===== config.mk =====
export PLATFORM = sky130hd
export DESIGN_NAME = ddr_emr_seq
export DESIGN_NICKNAME = d
export VERILOG_FILES = /design/src/rtl/ddr_emr_pkg.sv /design/src/rtl/ddr_emr_gap_timer.sv /design/src/rtl/ddr_emr_lock_timer.sv /design/src/rtl/ddr_emr_cmd_enc.sv /design/src/rtl/ddr_emr_seq.sv
export SDC_FILE = /design/constraint.sdc
export NUM_CORES = 1
export LEC_CHECK = 0
export BUFFER_PORTS_ARGS = -buffer_cell sky130_fd_sc_hd__buf_2
export CAP_MARGIN = 20
export CORE_MARGIN = 5
export CORE_UTILIZATION = 47
export DETAILED_ROUTE_END_ITERATION = 8
export GPL_TIMING_DRIVEN = 0
export PLACE_DENSITY = 0.78
export SYNTH_ARGS = -nofsm -noshare
export SYNTH_HDL_FRONTEND = slang
export SYNTH_HIERARCHICAL = 1
export SYNTH_SLANG_ARGS = --single-unit

===== constraint.sdc =====
create_clock -name clk_i -period 1.6 [get_ports clk_i]
set_clock_uncertainty 0.05 [all_clocks]
set_input_delay 0.32 -clock clk_i [delete_from_list [all_inputs] [get_ports clk_i]]
set_output_delay 0.32 -clock clk_i [all_outputs]
set_load 0.02 [all_outputs]

===== src/rtl/ddr_emr_pkg.sv =====
`timescale 1ns/1ps
package ddr_emr_pkg;
  typedef enum logic [2:0] {
    ST_IDLE, ST_WAIT, ST_EMR, ST_GAP1, ST_MRS, ST_GAP2, ST_LOCK
  } seq_state_e;

  typedef struct packed {
    logic cs_n;
    logic ras_n;
    logic cas_n;
    logic we_n;
  } cmd_pins_t;

  localparam cmd_pins_t CMD_NOP = cmd_pins_t'(4'b0111);
  localparam cmd_pins_t CMD_LMR = cmd_pins_t'(4'b0000);
  localparam logic [1:0] BA_BASE = 2'b00;
  localparam logic [1:0] BA_EXT  = 2'b01;
endpackage


===== src/rtl/ddr_emr_gap_timer.sv =====
`timescale 1ns/1ps
module ddr_emr_gap_timer #(
  parameter int W = 4
) (
  input  logic         clk_i,
  input  logic         rst_ni,
  input  logic         load_i,
  input  logic [W-1:0] val_i,
  output logic         expired_o
);
  logic [W-1:0] cnt_q;

  always_ff @(posedge clk_i or negedge rst_ni) begin
    if (!rst_ni)             cnt_q <= '0;
    else if (load_i)         cnt_q <= val_i;
    else if (cnt_q != '0)    cnt_q <= cnt_q - 1'b1;
  end

  assign expired_o = (cnt_q == '0);
endmodule


===== src/rtl/ddr_emr_lock_timer.sv =====
`timescale 1ns/1ps
module ddr_emr_lock_timer #(
  parameter int LIMIT = 200
) (
  input  logic clk_i,
  input  logic rst_ni,
  input  logic clear_i,
  output logic reached_o
);
  localparam int CW = $clog2(LIMIT + 1);
  localparam logic [CW-1:0] TOP = CW'(LIMIT - 1);

  logic [CW-1:0] cnt_q;

  // clear cycle counts as the first lock cycle
  always_ff @(posedge clk_i or negedge rst_ni) begin
    if (!rst_ni)          cnt_q <= '0;
    else if (clear_i)     cnt_q <= CW'(1);
    else if (cnt_q < TOP) cnt_q <= cnt_q + 1'b1;
  end

  assign reached_o = (cnt_q >= TOP);
endmodule


===== src/rtl/ddr_emr_cmd_enc.sv =====
`timescale 1ns/1ps
module ddr_emr_cmd_enc
  import ddr_emr_pkg::*;
#(
  parameter int                 ADDR_W      = 13,
  parameter bit                 X16         = 1'b1,
  parameter logic [ADDR_W-1:0]  BASE_MODE   = 'h022,
  parameter int                 DLL_RST_BIT = 8
) (
  input  seq_state_e        state_i,
  input  logic              dll_on_i,
  input  logic              drv_low_i,
  output cmd_pins_t         cmd_o,
  output logic [1:0]        ba_o,
  output logic [ADDR_W-1:0] addr_o
);
  localparam logic [ADDR_W-1:0] MRS_WORD = BASE_MODE | (ADDR_W'(1) << DLL_RST_BIT);

  always_comb begin
    cmd_o  = CMD_NOP;
    ba_o   = BA_BASE;
    addr_o = '0;
    case (state_i)
      ST_EMR: begin
        cmd_o     = CMD_LMR;
        ba_o      = BA_EXT;
        addr_o[0] = ~dll_on_i;
        addr_o[1] = drv_low_i & X16;
      end
      ST_MRS: begin
        cmd_o  = CMD_LMR;
        ba_o   = BA_BASE;
        addr_o = MRS_WORD;
      end
      default: ;
    endcase
  end
endmodule


===== src/rtl/ddr_emr_seq.sv =====
`timescale 1ns/1ps
module ddr_emr_seq
  import ddr_emr_pkg::*;
#(
  parameter int                ADDR_W      = 13,
  parameter int                GAP_W       = 4,
  parameter int                LOCK_CYCLES = 200,
  parameter bit                X16         = 1'b1,
  parameter logic [ADDR_W-1:0] BASE_MODE   = 'h022,
  parameter int                DLL_RST_BIT = 8
) (
  input  logic              clk_i,
  input  logic              rst_ni,
  input  logic              start_i,
  input  logic              dll_on_i,
  input  logic              drv_low_i,
  input  logic              banks_idle_i,
  input  logic [GAP_W-1:0]  load_gap_i,
  output logic              cs_no,
  output logic              ras_no,
  output logic              cas_no,
  output logic              we_no,
  output logic [1:0]        ba_o,
  output logic [ADDR_W-1:0] addr_o,
  output logic              busy_o,
  output logic              done_o,
  output logic              read_permit_o,
  output logic              err_o
);
  seq_state_e state_q, state_d;
  logic dll_q, drv_q, permit_q, done_q, err_q;
  logic gap_exp, lock_reached, accept, finish;
  cmd_pins_t cmd;

  ddr_emr_gap_timer #(.W(GAP_W)) gap_i (
    .clk_i     (clk_i),
    .rst_ni    (rst_ni),
    .load_i    (state_q == ST_EMR || state_q == ST_MRS),
    .val_i     (load_gap_i),
    .expired_o (gap_exp)
  );

  ddr_emr_lock_timer #(.LIMIT(LOCK_CYCLES)) lock_i (
    .clk_i     (clk_i),
    .rst_ni    (rst_ni),
    .clear_i   (state_q == ST_EMR),
    .reached_o (lock_reached)
  );

  ddr_emr_cmd_enc #(
    .ADDR_W(ADDR_W), .X16(X16), .BASE_MODE(BASE_MODE), .DLL_RST_BIT(DLL_RST_BIT)
  ) enc_i (
    .state_i   (state_q),
    .dll_on_i  (dll_q),
    .drv_low_i (drv_q),
    .cmd_o     (cmd),
    .ba_o      (ba_o),
    .addr_o    (addr_o)
  );

  always_comb begin
    state_d = state_q;
    case (state_q)
      ST_IDLE: if (start_i)      state_d = ST_WAIT;
      ST_WAIT: if (banks_idle_i) state_d = ST_EMR;
      ST_EMR:                    state_d = ST_GAP1;
      ST_GAP1: if (gap_exp)      state_d = dll_q ? ST_MRS : ST_IDLE;
      ST_MRS:                    state_d = ST_GAP2;
      ST_GAP2: if (gap_exp)      state_d = ST_LOCK;
      ST_LOCK: if (lock_reached) state_d = ST_IDLE;
      default:                   state_d = ST_IDLE;
    endcase
  end

  assign accept = (state_q == ST_IDLE) && start_i;
  assign finish = ((state_q == ST_GAP1) && gap_exp && !dll_q) ||
                  ((state_q == ST_LOCK) && lock_reached);

  always_ff @(posedge clk_i or negedge rst_ni) begin
    if (!rst_ni) begin
      state_q  <= ST_IDLE;
      dll_q    <= 1'b0;
      drv_q    <= 1'b0;
      permit_q <= 1'b0;
      done_q   <= 1'b0;
      err_q    <= 1'b0;
    end else begin
      state_q <= state_d;
      done_q  <= finish;
      if (accept) begin
        dll_q    <= dll_on_i;
        drv_q    <= drv_low_i;
        permit_q <= 1'b0;
      end else if (finish) begin
        permit_q <= 1'b1;
      end
      if (start_i && state_q != ST_IDLE) err_q <= 1'b1;
    end
  end

  assign cs_no         = cmd.cs_n;
  assign ras_no        = cmd.ras_n;
  assign cas_no        = cmd.cas_n;
  assign we_no         = cmd.we_n;
  assign busy_o        = (state_q != ST_IDLE);
  assign done_o        = done_q;
  assign read_permit_o = permit_q;
  assign err_o         = err_q;
endmodule


Yosys cells after proc, flatten, opt, wreduce, memory -nomap -nowiden
Cells that the tools add are included.
- register bits after elaboration: 20
- bits in latches: 0
- bits in writable memories: 0
- memory bits (read-only): 0
- bits of input ports: 10
- output and inout port bits: 23
- word-level logic and storage cells: 58
- memories kept: 0
- add/subtract/negate cells: 2
- multiply operators: 0
- divide/modulo/power cells: 0
- order comparisons: 2
- equal/unequal tests: 11
- shift-type cells: 0
- multiplexer cells: 17
- bitwise logic cells: 1
- reduce and logical (&&, ||, !) cells: 17
- operator list (operator ; count):
    $mux 3 ; 7
    $pmux 3 s7 ; 1
    $mux 8 ; 2
    $ne 2x2->1 const B ; 5
    $eq 3x3->1 const B ; 3
    $add 8x1->8 const B ; 1
    $ge 8x8->1 const B ; 1
    $lt 8x8->1 const B ; 1
    $mux 4 ; 2
    $mux 7 ; 1
    $eq 3x2->1 const B ; 2
    $reduce_bool 2->1 ; 3
    $logic_and 1x1->1 ; 5
    $reduce_and 5->1 ; 1
    $logic_not 4->1 ; 1
    $pmux 2 s2 ; 1
    $reduce_bool 4->1 ; 1
    $sub 4x1->4 const B ; 1
    $eq 3x1->1 const B ; 1
    $logic_not 3->1 ; 1
    $mux 1 ; 3
    $reduce_bool 3->1 ; 1
    $logic_or 1x1->1 ; 2
    $reduce_or 2->1 ; 1
    other kinds (2) ; 2

Depth between registers and ports, before layout
Gate-level depths: netlist of the first run.
- word-level depth: 6
- depth in mapped cells: 7
- gate-level depth less buffers: 6

By module
The synthesis of the first run kept the hierarchy.
- by module, submodules not included (module ; times used ; cells each ; area an instance (sq um)):
    ddr_emr_lock_timer ; 1 ; 44 ; 436.7
    ddr_emr_seq ; 1 ; 38 ; 420.4
    ddr_emr_gap_timer ; 1 ; 22 ; 234.0
    ddr_emr_cmd_enc ; 1 ; 23 ; 153.9

Worst setup path before layout of the first run
Ideal clock, no wire load.
- kind: flip-flop to flip-flop
- start: register gap_i.cnt_q[0]
- end: register state_q[1]
- setup time: 0.094 ns
- arrival time: 1.515 ns
- data required time: 1.456 ns
- setup slack: -0.058 ns
- stages on the path, launching flop included: 6
- path buffers: 0
- clock period less this slack: 1.658 ns
- cell sequence: dfrtp_1 > inv_1 > ha_1 > nor3b_4 > mux2_2 > a211oi_1
- longest elaborated chain between the ends: 3
- ends and longest elaborated chain (item ; RTL line ; text):
    from (decl) ; ddr_emr_gap_timer.sv:11 ; logic [W-1:0] cnt_q;
    from (signal assigned) ; ddr_emr_gap_timer.sv:15 ; else if (load_i) cnt_q <= val_i;
    from (signal assigned) ; ddr_emr_gap_timer.sv:16 ; else if (cnt_q != '0) cnt_q <= cnt_q - 1'b1;
    $logic_not 4->1 (*) ; ddr_emr_gap_timer.sv:19 ; assign expired_o = (cnt_q == '0);
    net gap_exp ; ddr_emr_seq.sv:32 ; logic gap_exp, lock_reached, accept, finish;
    $ne 2x2->1 (no line) ; - ;
    $reduce_and 5->1 (no line) (*) ; - ;
    to (signal assigned) ; ddr_emr_seq.sv:88 ; state_q <= state_d;
    to (decl) ; ddr_emr_seq.sv:30 ; seq_state_e state_q, state_d;
Mark *: on every way through the listed nets, which the timed path passes. The rest lies on a longest branch.
A chain may end at the register's enable or synchronous reset.

Worst setup path after layout of the first run
- start: register state_q[1]
- end: output port ras_no
- longest elaborated chain between the ends: 3
- ends and longest elaborated chain (item ; RTL line ; text):
    $eq 3x3->1 / $eq 3x2->1 (equally long branches) ; ddr_emr_cmd_enc.sv:23 ; case (state_i)
    $reduce_or 2->1 (no line) (*) ; - ;
    $mux 3 (*) ; ddr_emr_cmd_enc.sv:23 ;
    to (decl) ; ddr_emr_seq.sv:20 ; output logic ras_no,
Every way passes the cells marked *; elsewhere a longest branch is shown, timed or not.

==> results of run 1 <==
==> cells in the mapped netlist, types with 2 or more instances <==
master,number
mux2i_1,4
nor2b_1,2
o21ai_0,2
a21oi_1,7
mux2_1,2
nand3b_1,3
o31ai_1,3
o211ai_1,3
nor2_1,5
nand2b_1,2
o21ai_1,2
buf_4,14
or4_1,2
nand3_1,2
xnor2_1,2
ha_1,2
inv_1,6
a31oi_1,2
nand2_1,8
nor3_1,7
mux2_2,2
a21o_1,3
clkbuf_1,2
buf_6,4
and3_1,2
dfrtp_1,20
==> per-layer routing <==
layer | share of wire [%] | GRT usage, %
met1 | 38 | 18.5
met2 | 55 | 30.7
met3 | 4.4 | 4.40
met4 | 2.5 | 5.15
met5 | 0 | 0
==> repair_timing <==
action,CTS,global route
endpoints found under the setup margin,17,18
pin swaps,4,10
hold buffers,1,0
gates resized for setup,25,23
endpoints found under the hold margin,20,0
buffers inserted,14,11
gates cloned,0,0
==> registers in the layout, summed over array words and instances, names as in the netlist <==
| name | count |
|---|---|
| lock_i/cnt_q | 8 |
| gap_i/cnt_q | 4 |
| state_q | 3 |
| dll_q | 1 |
| done_o | 1 |
| drv_q | 1 |
| err_o | 1 |
| read_permit_o | 1 |
==> report_power, final <==
group	internal, mW	switching, mW	total [mW]
Clock	0.254	0.183	0.437
Sequential	0.692	0.202	0.894
Combinational	0.974	0.867	1.84
Total	1.92	1.25	3.17
==> layout by cell type (no fill, tap or decap), types with 3 or more instances in the layout <==
| cell | synthesis | routed |
|---|---|---|
| a21o_1 | 3 | 3 |
| buf_2 | 0 | 13 |
| clkbuf_4 | 0 | 3 |
| nor3_1 | 7 | 4 |
| o211ai_1 | 3 | 3 |
| nor2_1 | 5 | 3 |
| mux2i_1 | 4 | 4 |
| o31ai_1 | 3 | 3 |
| buf_6 | 4 | 13 |
| buf_4 | 14 | 39 |
| a21oi_1 | 7 | 5 |
| conb_1 | 1 | 11 |
| dfrtp_1 | 20 | 18 |
| nand2_1 | 8 | 7 |
| nand3b_1 | 3 | 3 |
==> area by class of cell <==
| cell class | instances | area share (%) |
|---|---|---|
| Buffer | 19 | 8.57 |
| Sequential cell | 20 | 27.3 |
| Clock buffer | 3 | 1.22 |
| Timing Repair Buffer | 47 | 19.4 |
| Multi-Input combinational cell | 91 | 38.3 |
| Tap cell | 30 | 2.04 |
| Clock inverter | 1 | 1.63 |
| Inverter | 6 | 1.50 |
==> worst reg2reg max path, stage by stage (launching register included) <==
cell and delay [ps]:
dfrtp_1 420, inv_2 90, ha_4 140, nor3b_4 280
buf_6 160, nand4bb_1 140, a21oi_2 230, a21o_1 120
==> worst paths after layout <==
path                                       end  depth (start not counted)      startpoint
worst max-delay path                    ras_no                          4      state_q[1]
worst min-delay path                     drv_q                          2       drv_low_i
worst max register to register   read_permit_o                          7  gap_i/cnt_q[0]
worst min register to register           err_o                          1           err_o
max in group asynchronous                err_o                          2          rst_ni
min in group asynchronous       gap_i/cnt_q[2]                          2          rst_ni
==> logic make-up (layout without fill, tap and decap cells) <==
family                     count (synthesis)  after routing  synth area share, %
buffers and inverters                     26             76                 14.5
muxes                                      8              8                 6.83
DFF                                       20             20                 40.2
xor gates and xnor gates                   2              2                 1.41
AOI/OAI and AO/OA                         28             28                 15.1
other                                      1             11                0.301
and+or+nand+nor                           40             40                 19.7
adders and majority gates                  2              2                 2.01
==> results.json, run 1 <==
{
  "crit_family": "flip-flops",
  "slowest_delay_ps": 450,
  "wl_mm": 3.45,
  "async_flop_share_pct": 100,
  "antenna_found_initial": 0,
  "worst-path-buf-inv": 2,
  "whs_ps": 143,
  "cts_buffer_depth": 2,
  "wl_per_cell_um": 15.9,
  "cts_sinks": 20,
  "die_h_um": 61.5,
  "rsz0062_at_grt": "true",
  "ys_top_cells_by_area": "dfrtp_1 40%, buf_4 8.4%, buf_6 3.6%, mux2i_1 3.2%, a21oi_1 2.8%",
  "syn_inst": 127,
  "cp_slowest_cell": "dfrtp_1",
  "ant_nets": 0,
  "finalInstanceArea_um2": 1840,
  "fill_cells": 177,
  "fin_ws_ps": -200,
  "rows": 18,
  "ys_warn_count": 6,
  "fin_util_pct": 73.6,
  "fp.dieArea_um2": 3780,
  "cp.required_ps": 1230,
  "powerDensity_nw_per_um2": 1720,
  "synth_top_area_share_pct": 40.2,
  "fp.dieW_um": 61.5,
  "criticalPathCategory": "flip-flop to output pin",
  "initial_core_util_pct": 49.8,
  "power_mw": 3.17,
  "violations": "setup timing",
  "syn_area_um2": 1240,
  "worst_ep_arrival_time_ps": 1430,
  "multi_input_area_um2": 706,
  "io_buffer_count": 21,
  "pin_count": 33,
  "via_per_inst": 5.27,
  "hold_viol": 0,
  "final_cells": 217,
  "design.core.area_um2": 2500,
  "synth_ff_type": "dfrtp_1",
  "vdd_ir_drop_max_v": 0.00118,
  "final.setup.tns_ps": -1200,
  "hold_path_class": "primary input to flip-flop",
  "path_cells": "nand2b_4, a21o_1, buf_4, buf_6",
  "clk_pin_slew_ps": 140,
  "postSynthAreaPerCell_um2": 9.80,
  "clk_latency_ps": 330,
  "post_dp_cell_area_um2": 1440,
  "r2r_slack_ps": -70,
  "min_period_ps": 1800,
  "area_growth_pct": 47.8,
  "final_nets": 200,
  "yosysTopAreaCell": "dfrtp_1",
  "maxSlewViolCount": 0,
  "seq_area_um2": 503,
  "cts-root-buf": "clkbuf_4",
  "pre_cts_slack_ps": -126,
  "grt_start_max_net_pins": 21,
  "cp_max_fo": 3,
  "grt_pass1_vias": 1011,
  "fmax_ghz": 0.555,
  "dp.cells": 188,
  "cts_buffers": 3,
  "gp_congestion": 0.781,
  "hpwl_mm": 1.94,
  "h-tree-depth": 1,
  "synth_cell_type_count": 40,
  "drt-pass1-iter-count": 4,
  "synth-seq-cells": 20,
  "yosysSeqAreaShare_pct": 40.2,
  "n_antenna_cell": 0,
  "track_usage_pct": 16.6,
  "setup_viol": 10,
  "period_share_pct": 113,
  "route.vias.total": 1143,
  "gr-total-overflow": 0,
  "drive_gt1_share_pct": 51.3,
  "grt_pass1_wl_mm": 4.59,
  "p_leak_nw": 0.872,
  "drc": 0,
  "outcome": "complete, but fails checks",
  "cts_tree": "built",
  "synth_edf_count": 0,
  "initialDrtViolationCount": 39,
  "end_kind": "output pin",
  "cp-start-kind": "flip-flop",
  "cap_violations": 0
}
Note: power is estimated with default switching activity, not from simulation.
==> run 2, diff against run 1 <==
--- a/config.mk
+++ b/config.mk
@@ -5,13 +5,14 @@
 export SDC_FILE = /design/constraint.sdc
 export NUM_CORES = 1
 export LEC_CHECK = 0
-export BUFFER_PORTS_ARGS = -buffer_cell sky130_fd_sc_hd__buf_2
+export BUFFER_PORTS_ARGS = -buffer_cell sky130_fd_sc_hd__buf_4
 export CAP_MARGIN = 20
 export CORE_MARGIN = 5
-export CORE_UTILIZATION = 47
+export CORE_UTILIZATION = 42
+export CTS_BUF_LIST = sky130_fd_sc_hd__clkbuf_2
 export DETAILED_ROUTE_END_ITERATION = 8
 export GPL_TIMING_DRIVEN = 0
-export PLACE_DENSITY = 0.78
+export PLACE_DENSITY = 0.72
 export SYNTH_ARGS = -nofsm -noshare
 export SYNTH_HDL_FRONTEND = slang
 export SYNTH_HIERARCHICAL = 1
==> run 2 against run 1 <==
Effect of this change: the run still ends with setup timing left; final cell count unchanged; sequential power is 1% higher; design area up 5.0%; sequential cell count stayed put; setup slack lost 36 ps; maximum frequency fell by 2.0%; combinational power up 4%; die area rose by 9.9%; worst hold slack lost 15 ps.
==> results.json, run 2 (synthesis gave the netlist of run 1 again) <==
{
  "ant_nets": 0,
  "hpwl_mm": 1.92,
  "grt_pass1_vias": 1064,
  "via_per_inst": 5.33,
  "combPwrFrac_pct": 59.6,
  "io_buffer_count": 21,
  "n_antenna_cell": 0,
  "fp.dieArea_um2": 4150,
  "cp.required_ps": 1800,
  "gp_congestion": 0.804,
  "fin_ws_ps": -237,
  "worst_ep_arrival_time_ps": 2040,
  "clk_latency_ps": 330,
  "fill_cells": 208,
  "maxSlewViolCount": 0,
  "drc": 0,
  "rows": 19,
  "p_leak_nw": 0.896,
  "criticalPathCategory": "flip-flop to flip-flop",
  "end_kind": "flip-flop",
  "hold_path_class": "primary input to flip-flop",
  "cts_buffers": 3,
  "drive_gt1_share_pct": 52.2,
  "p_int_mw": 1.94,
  "antenna_found_initial": 0,
  "h-tree-depth": 1,
  "clockPowerShare_pct": 12.1,
  "cp-start-kind": "flip-flop",
  "setup_viol": 13,
  "power_mw": 3.20,
  "fmax_ghz": 0.545,
  "wl_mm": 3.33,
  "design.core.area_um2": 2810,
  "fp.dieW_um": 64.4,
  "outcome": "complete, but fails checks",
  "final_common_cell": "buf_4",
  "die_h_um": 64.4,
  "pin_count": 33,
  "cts-root-buf": "clkbuf_2",
  "cap_violations": 0,
  "period_share_pct": 115,
  "final_cell_mix": "44 x buf_4, 18 x buf_6, 17 x dfrtp_1",
  "final_nets": 199,
  "cts_sinks": 20,
  "swShare_pct": 39.1,
  "hold_viol": 0,
  "wl_per_cell_um": 15.3,
  "route.vias.total": 1156,
  "min_period_ps": 1840,
  "drt-pass1-iter-count": 4,
  "seqPwrFrac_pct": 28.3,
  "initial_core_util_pct": 44.4,
  "clk_pin_slew_ps": 230,
  "top_register": "lock_i/cnt_q",
  "grt_pass1_wl_mm": 4.74,
  "cp_max_fo": 10,
  "switchingPower_mw": 1.25,
  "cts_buffer_depth": 2,
  "gr-total-overflow": 0,
  "area_growth_pct": 55.2,
  "fin_util_pct": 68.9,
  "rsz0062_at_grt": "true",
  "largest_register_ffs": 8,
  "initialDrtViolationCount": 36,
  "cts_tree": "built",
  "whs_ps": 128,
  "violations": "setup timing",
  "top_regs": "lock_i/cnt_q (8), gap_i/cnt_q (4), state_q (3)",
  "pre_cts_slack_ps": -143,
  "powerDensity_nw_per_um2": 1650,
  "vdd_ir_drop_max_v": 0.000922,
  "grt_start_max_net_pins": 21,
  "track_usage_pct": 14.2
}
-- run 2: timing repair --
action,4_1_cts,5_1_grt
buffers inserted,13,10
hold buffers,1,0
setup endpoints to repair,17,22
pin swaps,5,7
endpoints found under the hold margin,20,0
gates resized for setup,18,31
-- run 2: metrics by stage --
stage | cell area (um2) | setup TNS (ps) | instances
2_1_floorplan | 1290 | 0 | 137
3_3_place_gp | 1490 | -221 | 189
3_5_place_dp | 1490 | -670 | 189
4_1_cts | 1720 | -1410 | 207
5_1_grt | 1930 | -2880 | 217
6_report | 1930 | -1940 | 217
-- run 2: cell type report --
type	instances	area, um2	share of cell area (%)
Multi-Input combinational cell	91	743	38.5
Sequential cell	20	504	26.1
Timing Repair Buffer	45	398	20.6
Buffer	20	180	9.33
Tap cell	31	38.8	2.01
Clock inverter	1	30.0	1.55
Inverter	6	22.5	1.17
Clock buffer	3	15.0	0.777
-- run 2: worst max-delay path, cell delays in order, from the launching register on --
cell     delay (ps)
dfrtp_2         500
buf_4           150
buf_6           110
buf_8           140
xnor2_2         140
nor2_1          120
buf_4           170
nor3_1           60
a221o_1         320
-- run 2: power groups by stage --
| stage | clock network (mW) | registers, mW | logic, mW |
|---|---|---|---|
| after floorplan | 0 | 0.869 | 0.915 |
| after global placement | 0 | 0.881 | 1.15 |
| after detailed placement | 0 | 0.896 | 1.21 |
| after CTS | 0.394 | 0.894 | 1.45 |
| after global routing | 0.415 | 0.932 | 2.04 |
| final | 0.386 | 0.904 | 1.91 |
-- run 2: path summary, 6_finish.rpt --
| kind | endpoint | start | cells after the start | slack (ps) |
|---|---|---|---|---|
| min in group asynchronous | read_permit_o | rst_ni | 2 | 310 |
| max in group asynchronous | gap_i/cnt_q[1] | rst_ni | 2 | 960 |
| worst max register to register | gap_i/cnt_q[3] | state_q[2] | 8 | -240 |
| worst max-delay path | gap_i/cnt_q[3] | state_q[2] | 8 | -240 |
| worst min register to register | err_o | err_o | 1 | 440 |
| worst min-delay path | dll_q | dll_on_i | 2 | 130 |
-- run 2: per-layer routing --
metal | wire length [um] | GRT usage (%) | vias to the layer above | share of wire [%]
met5 | 0 | 0 | - | 0
met2 | 1850 | 27.2 | 40 | 56
met4 | 28 | 2.37 | 0 | 0.84
li1 | - | - | 544 | -
met1 | 1280 | 16.2 | 566 | 39
met3 | 164 | 3.45 | 6 | 4.9
